## config.mk

```make
export PLATFORM = sky130hd
export DESIGN_NAME = adc_serial_reader
export DESIGN_NICKNAME = d
export VERILOG_FILES = /design/src/rtl/adc_rd_pkg.sv /design/src/rtl/adc_rd_clkgen.sv /design/src/rtl/adc_rd_seq.sv /design/src/rtl/adc_rd_capture.sv /design/src/rtl/adc_serial_reader.sv
export SDC_FILE = /design/constraint.sdc
export NUM_CORES = 1
export LEC_CHECK = 0
export BUFFER_PORTS_ARGS = -buffer_cell sky130_fd_sc_hd__buf_2
export CAP_MARGIN = 20
export CORE_MARGIN = 2
export CORE_UTILIZATION = 39
export CTS_CLUSTER_DIAMETER = 120
export DETAILED_ROUTE_END_ITERATION = 12
export PLACE_DENSITY = 0.54
export SYNTH_ARGS = -nofsm -noshare
export SYNTH_HDL_FRONTEND = slang
export SYNTH_SLANG_ARGS = --single-unit
```

## constraint.sdc

```tcl
create_clock -name clk -period 2.9 [get_ports clk]
set_input_delay 0.435 -clock clk [delete_from_list [all_inputs] [get_ports clk]]
set_output_delay 0.435 -clock clk [all_outputs]
set_load 0.02 [all_outputs]
```

## src/rtl/adc_rd_pkg.sv

```systemverilog
package adc_rd_pkg;

   typedef enum logic [1:0] {
      RD_IDLE = 2'd0,
      RD_XFER = 2'd1,
      RD_GAP  = 2'd2
   } rd_state_t;

   // rising serial edge that carries the first MSB-first result bit
   function automatic int first_data_rise(input int addr_bits);
      return addr_bits + 3;
   endfunction

   function automatic int last_msb_rise(input int addr_bits, input int res_bits);
      return first_data_rise(addr_bits) + res_bits - 1;
   endfunction

   function automatic int last_rise(input int addr_bits, input int res_bits, input bit echo);
      return echo ? last_msb_rise(addr_bits, res_bits) + res_bits - 1
                  : last_msb_rise(addr_bits, res_bits);
   endfunction

endpackage

```

## src/rtl/adc_rd_clkgen.sv

```systemverilog
module adc_rd_clkgen #(
   parameter int DIV_HALF = 4
) (
   input  logic clk,
   input  logic rst_n,
   input  logic en,
   output logic sclk,
   output logic rise_tk,
   output logic fall_tk
);
   localparam int CW = $clog2(DIV_HALF + 1);

   logic [CW-1:0] cnt;
   logic          wrap;

   assign wrap    = en && (cnt == CW'(DIV_HALF - 1));
   assign rise_tk = wrap && !sclk;
   assign fall_tk = wrap &&  sclk;

   always_ff @(posedge clk or negedge rst_n) begin
      if (!rst_n) begin
         cnt  <= '0;
         sclk <= 1'b0;
      end else if (!en) begin
         cnt  <= '0;
         sclk <= 1'b0;
      end else if (wrap) begin
         cnt  <= '0;
         sclk <= ~sclk;
      end else begin
         cnt  <= cnt + CW'(1);
      end
   end
endmodule

```

## src/rtl/adc_rd_seq.sv

```systemverilog
module adc_rd_seq
   import adc_rd_pkg::*;
#(
   parameter int DIV_HALF  = 4,
   parameter int ADDR_BITS = 2,
   parameter int RES_BITS  = 8,
   parameter bit ECHO      = 1'b1,
   parameter int HW        = 6
) (
   input  logic                 clk,
   input  logic                 rst_n,
   input  logic                 req,
   input  logic [ADDR_BITS-1:0] chan,
   input  logic                 tick,
   output logic                 busy,
   output logic                 sclk_en,
   output logic                 cs_n,
   output logic                 dq_o,
   output logic                 dq_oe,
   output logic [HW-1:0]        hnext,
   output logic                 done
);
   localparam int END_HALF     = 2 * last_rise(ADDR_BITS, RES_BITS, ECHO);
   localparam int RELEASE_HALF = 2 * (ADDR_BITS + 1);
   localparam int GAP_LEN      = 2 * DIV_HALF;
   localparam int GW           = $clog2(GAP_LEN + 1);

   rd_state_t            st;
   logic [HW-1:0]        hcnt;
   logic [GW-1:0]        gcnt;
   logic [ADDR_BITS-1:0] adr_sr;
   logic                 in_xfer;
   logic                 is_fall;

   assign in_xfer = (st == RD_XFER);
   assign hnext   = hcnt + HW'(1);
   assign is_fall = !hnext[0];
   assign done    = in_xfer && tick && (hnext == HW'(END_HALF));
   assign busy    = (st != RD_IDLE);
   assign sclk_en = in_xfer;

   always_ff @(posedge clk or negedge rst_n) begin
      if (!rst_n) begin
         st     <= RD_IDLE;
         hcnt   <= '0;
         gcnt   <= '0;
         adr_sr <= '0;
         cs_n   <= 1'b1;
         dq_o   <= 1'b0;
         dq_oe  <= 1'b0;
      end else begin
         unique case (st)
            RD_IDLE: begin
               if (req) begin
                  st     <= RD_XFER;
                  hcnt   <= '0;
                  adr_sr <= chan;
                  cs_n   <= 1'b0;
                  dq_o   <= 1'b1;   // start bit
                  dq_oe  <= 1'b1;
               end
            end
            RD_XFER: begin
               if (tick) begin
                  hcnt <= hnext;
                  if (hnext == HW'(END_HALF)) begin
                     st   <= RD_GAP;
                     gcnt <= '0;
                     cs_n <= 1'b1;
                  end else if (hnext == HW'(RELEASE_HALF)) begin
                     dq_oe <= 1'b0;
                     dq_o  <= 1'b0;
                  end else if (is_fall && (hnext < HW'(RELEASE_HALF))) begin
                     dq_o   <= adr_sr[ADDR_BITS-1];
                     adr_sr <= adr_sr << 1;
                  end
               end
            end
            RD_GAP: begin
               if (gcnt == GW'(GAP_LEN - 1)) st <= RD_IDLE;
               else                          gcnt <= gcnt + GW'(1);
            end
            default: st <= RD_IDLE;
         endcase
      end
   end
endmodule

```

## src/rtl/adc_rd_capture.sv

```systemverilog
module adc_rd_capture
   import adc_rd_pkg::*;
#(
   parameter int ADDR_BITS = 2,
   parameter int RES_BITS  = 8,
   parameter bit ECHO      = 1'b1,
   parameter int HW        = 6
) (
   input  logic                clk,
   input  logic                rst_n,
   input  logic                rise_tk,
   input  logic [HW-1:0]       hnext,
   input  logic                din,
   input  logic                done,
   output logic [RES_BITS-1:0] rslt_data,
   output logic                rslt_err,
   output logic                rslt_valid
);
   localparam int MSB_LO = 2 * first_data_rise(ADDR_BITS) - 1;
   localparam int MSB_HI = 2 * last_msb_rise(ADDR_BITS, RES_BITS) - 1;

   logic [RES_BITS-1:0] msb_sr;
   logic                mismatch;
   logic                in_msb;

   assign in_msb = rise_tk && (hnext >= HW'(MSB_LO)) && (hnext <= HW'(MSB_HI));

   always_ff @(posedge clk or negedge rst_n) begin
      if (!rst_n)      msb_sr <= '0;
      else if (in_msb) msb_sr <= {msb_sr[RES_BITS-2:0], din};
   end

   generate
      if (ECHO) begin : g_echo
         localparam int ECHO_LO = MSB_HI + 2;
         localparam int ECHO_HI = 2 * last_rise(ADDR_BITS, RES_BITS, ECHO) - 1;
         logic [RES_BITS-2:0] echo_sr;
         logic                in_echo;

         assign in_echo = rise_tk && (hnext >= HW'(ECHO_LO)) && (hnext <= HW'(ECHO_HI));

         // echo arrives bit 1 first; newest bit enters at the top
         always_ff @(posedge clk or negedge rst_n) begin
            if (!rst_n)       echo_sr <= '0;
            else if (in_echo) echo_sr <= {din, echo_sr[RES_BITS-2:1]};
         end

         assign mismatch = ({echo_sr, msb_sr[0]} != msb_sr);
      end else begin : g_noecho
         assign mismatch = 1'b0;
      end
   endgenerate

   always_ff @(posedge clk or negedge rst_n) begin
      if (!rst_n) begin
         rslt_data  <= '0;
         rslt_err   <= 1'b0;
         rslt_valid <= 1'b0;
      end else begin
         rslt_valid <= done;
         if (done) begin
            rslt_data <= msb_sr;
            rslt_err  <= mismatch;
         end
      end
   end
endmodule

```

## src/rtl/adc_serial_reader.sv

```systemverilog
module adc_serial_reader
   import adc_rd_pkg::*;
#(
   parameter int DIV_HALF  = 4,
   parameter int ADDR_BITS = 2,
   parameter int RES_BITS  = 8,
   parameter bit ECHO      = 1'b1
) (
   input  logic                 clk,
   input  logic                 rst_n,
   input  logic                 req,
   input  logic [ADDR_BITS-1:0] chan,
   output logic                 busy,
   output logic                 rslt_valid,
   output logic [RES_BITS-1:0]  rslt_data,
   output logic                 rslt_err,
   output logic                 ser_cs_n,
   output logic                 ser_clk,
   output logic                 ser_dq_o,
   output logic                 ser_dq_oe,
   input  logic                 ser_dq_i
);
   localparam int HW = $clog2(2 * last_rise(ADDR_BITS, RES_BITS, ECHO) + 1);

   initial begin
      if (DIV_HALF < 1)  $error("DIV_HALF must be at least 1");
      if (ADDR_BITS < 1) $error("ADDR_BITS must be at least 1");
      if (RES_BITS < 4)  $error("RES_BITS must be at least 4");
   end

   logic          sclk_en;
   logic          rise_tk;
   logic          fall_tk;
   logic          done;
   logic [HW-1:0] hnext;

   adc_rd_clkgen #(.DIV_HALF(DIV_HALF)) u_clk (
      .clk     (clk),
      .rst_n   (rst_n),
      .en      (sclk_en),
      .sclk    (ser_clk),
      .rise_tk (rise_tk),
      .fall_tk (fall_tk)
   );

   adc_rd_seq #(
      .DIV_HALF (DIV_HALF),
      .ADDR_BITS(ADDR_BITS),
      .RES_BITS (RES_BITS),
      .ECHO     (ECHO),
      .HW       (HW)
   ) u_seq (
      .clk     (clk),
      .rst_n   (rst_n),
      .req     (req),
      .chan    (chan),
      .tick    (rise_tk | fall_tk),
      .busy    (busy),
      .sclk_en (sclk_en),
      .cs_n    (ser_cs_n),
      .dq_o    (ser_dq_o),
      .dq_oe   (ser_dq_oe),
      .hnext   (hnext),
      .done    (done)
   );

   adc_rd_capture #(
      .ADDR_BITS(ADDR_BITS),
      .RES_BITS (RES_BITS),
      .ECHO     (ECHO),
      .HW       (HW)
   ) u_cap (
      .clk        (clk),
      .rst_n      (rst_n),
      .rise_tk    (rise_tk),
      .hnext      (hnext),
      .din        (ser_dq_i),
      .done       (done),
      .rslt_data  (rslt_data),
      .rslt_err   (rslt_err),
      .rslt_valid (rslt_valid)
   );
endmodule

```

==> results.md <==
* Switching Power at 0.820 mW
* RSZ-0062 raised after global routing: no
* EDFF count, synth at 0
* Reg power frac at 42.1%
* Worst-Skew Late Latency at 300 ps
* First-pass GRT wire length at 7040 um
* Syn avg cell area at 12.0 um2
* Most frequent cells in the layout: 45 x dfrtp_1, 20 x mux2_2, 20 x buf_2
* Commonest non-fill, non-tap cell in the layout: dfrtp_1
* Rows at 28
* Chip Width at 81.2 um
* Initial Utilization at 39.7%
* Syn Nets at 204
* Worst Reg-to-Reg Cells at 6
* Fin crit share at 86.6%
* # setup viols final at 0
* Post-route ant nets at 0
* CTS root buf: clkbuf_8
* Die area at 0.00659 mm2
* Die extent in y at 81.2 um
* Warning count from the yosys run at 0
* Total negative slack at 0 ps
* Critical R2R Capture: u_cap.msb_sr[5]$_DFFE_PN0P_
* IO Pins at 21
* Seq/Total Area, Yosys at 49.6%
* Crit. End Element: flop
* Final-report hold violation count at 0
* Max IR drop VDD at 315 uV
* #FFs+latches synth at 46
* Setup slack, reg-to-reg at 390 ps
* Worst setup SP type: flop
* RR Startpoint: u_seq.hcnt[0]$_DFFE_PN0P_
* Tmin final at 2510 ps
* Clk sinks at 46
* Int Pwr at 1.37 mW
* CTS-repair resized insts at 0
* Met2 WL at 2050 um
* Layout cell share with drive strength beyond 1 at 31.8%
* Dpl cell area at 0.00250 mm2
* Antenna diodes at 0
* Max clock buf depth at 2
* Pwr/cell area at 835 mW/mm2
* All-Layer GR Usage at 14.3%
* Final wirelength at 4260 um
* Crit path DAT at 2700 ps
* Worst Hold Class: primary input to async pin
* I/O Buffers at 20
* Clock Power Share at 21.6%
* Cts hold-fix bufs at 0
* Reg clk slew, reported paths at 80 ps
* Largest net degree at the start of global routing at 47
* RD Place Congestion at 0.739
* Combinational share of power at 36.4%
* Initial antenna violation count at 0
* DRC Markers at 0
* Drt wl/cell at 14.4 um
* CTS H-Tree Depth at 2
* First-pass DRT Iterations at 4
* Initial DRC Count at 77
* FMAX at 0.398 GHz
* Fin nets at 230
* Leakage power figure at 1.27 nW
* M1 wire length at 2000 um
* Congestion Overflow GR at 0
* Area Growth Syn to Fin at 13.1%
* Library cells used by synthesis at 52
* Status: completed
* CTS buffer count at 5
* # Post-CTS Setup Buffers at 0
* CP max FO at 9
* Layout Skew at 3.20 ps
* DR vias/cell at 5.12
* Core Region at 0.00585 mm2
* Vias in the first global route at 1368
* Max-cap violations at 0
* Total number of vias at 1509
* Detailed Place HPWL at 3030 um
* Share of flip-flops with an asynchronous set or reset at 100%
* Met3 routed WL at 157 um
* Finished Cell Area at 0.00263 mm2
* Cell count after synthesis at 193
* Sw frac at 37.4%
* Worst EP required at 3090 ps
* CTS tree: built
* Max Slew Vio Count at 0
* Post-synth design cell area at 0.00232 mm2
* Worst-Margin Slew at 581 ps
* Top_reg_cell synth: dfrtp_1
* Worst Setup Path Type: flop to flop
* Max_slew headroom at 61.0%
* Top Layer Used: met4
-- worst max path at each step --
stage	depth (start not counted)	endpoint	from	slack, ps
floorplan	8	u_cap.rslt_data[1]$_DFFE_PN0P_	u_seq.hcnt[0]$_DFFE_PN0P_	650
CTS	6	u_cap.msb_sr[6]$_DFFE_PN0P_	u_seq.hcnt[0]$_DFFE_PN0P_	380
finish	6	u_cap.msb_sr[5]$_DFFE_PN0P_	u_seq.hcnt[0]$_DFFE_PN0P_	390
global route	6	u_cap.msb_sr[7]$_DFFE_PN0P_	u_seq.hcnt[0]$_DFFE_PN0P_	140
detailed placement	6	u_cap.msb_sr[6]$_DFFE_PN0P_	u_seq.hcnt[0]$_DFFE_PN0P_	390
global placement	6	u_cap.msb_sr[4]$_DFFE_PN0P_	u_seq.hcnt[0]$_DFFE_PN0P_	450
-- power by group through the flow --
| stage | Combinational (mW) | Clock, mW | Sequential, mW |
|---|---|---|---|
| after floorplan | 0.608 | 0 | 0.921 |
| after global placement | 0.795 | 0 | 0.937 |
| after detailed placement | 0.801 | 0 | 0.935 |
| after CTS | 0.802 | 0.490 | 0.923 |
| after global routing | 0.895 | 0.520 | 0.944 |
| final | 0.798 | 0.473 | 0.923 |
-- layout make-up --
| class | instances | area, um2 |
|---|---|---|
| fill | 550 | 3220 |
| clock buffer | 6 | 72.6 |
| multi-input combinational | 136 | 1100 |
| timing repair buffer | 25 | 150 |
| tap | 75 | 93.8 |
| inverter | 5 | 18.8 |
| sequential | 46 | 1150 |
| clock inverter | 2 | 37.5 |
-- synthesized netlist by cell type, drive strengths merged, types with 4 or more instances --
master  number  share of area, %
o21ai       10               2.3
inv          5              0.81
nor2         8               1.3
o22ai        4               1.1
mux2        24                12
dfrtp       45                48
xnor2        6               3.1
xor2         7               3.0
and2         6               1.7
nor3         6               2.0
ha           5               2.7
a21oi        5               1.1
buf          5               2.0
nand2       17               2.7
-- layer usage --
layer	global-route usage, %	vias up
met3	3.44	7
met5	0	-
met1	20.0	735
met4	5.08	0
li1	-	741
met2	21.7	26
-- stage by stage --
stage | setup WS (ps) | util (%) | hold WS, ps | total power, mW | std cells
6_report | 389 | 44.9 | 19.6 | 2.19 | 295
5_1_grt | 140 | 44.9 | 25.7 | 2.36 | 295
4_1_cts | 377 | 44.6 | 329 | 2.22 | 294
3_5_place_dp | 385 | 42.7 | 436 | 1.74 | 286
3_3_place_gp | 451 | 42.7 | 431 | 1.73 | 286
2_1_floorplan | 653 | - | 139 | 1.53 | 193
-- critical path, stage by stage (launching register included) --
cell,delay (ps)
dfrtp_1,480
ha_1,370
nand3_1,170
xor2_2,350
mux2i_1,180
nor4_4,460
mux2_2,400
-- kinds of logic after synthesis --
| logic type | synth area share (%) |
|---|---|
| buffers and inverters | 2.96 |
| AND/OR/NAND/NOR | 15.2 |
| adder cells (fa/ha/maj) | 2.69 |
| flip-flops | 49.6 |
| XOR/XNOR | 6.03 |
| multiplexers | 13.6 |
| AO/OA/AOI/OAI | 9.91 |
-- sequential cells by signal, summed over array words and instances, names as in the netlist, 2 cells and up --
register              flops
u_cap.g_echo.echo_sr      7
u_cap.msb_sr              8
u_cap.rslt_data           8
u_clk.cnt                 3
u_seq.adr_sr              2
u_seq.gcnt                4
u_seq.hcnt                6
u_seq.st                  2
Power figures use the tool's default switching activity.
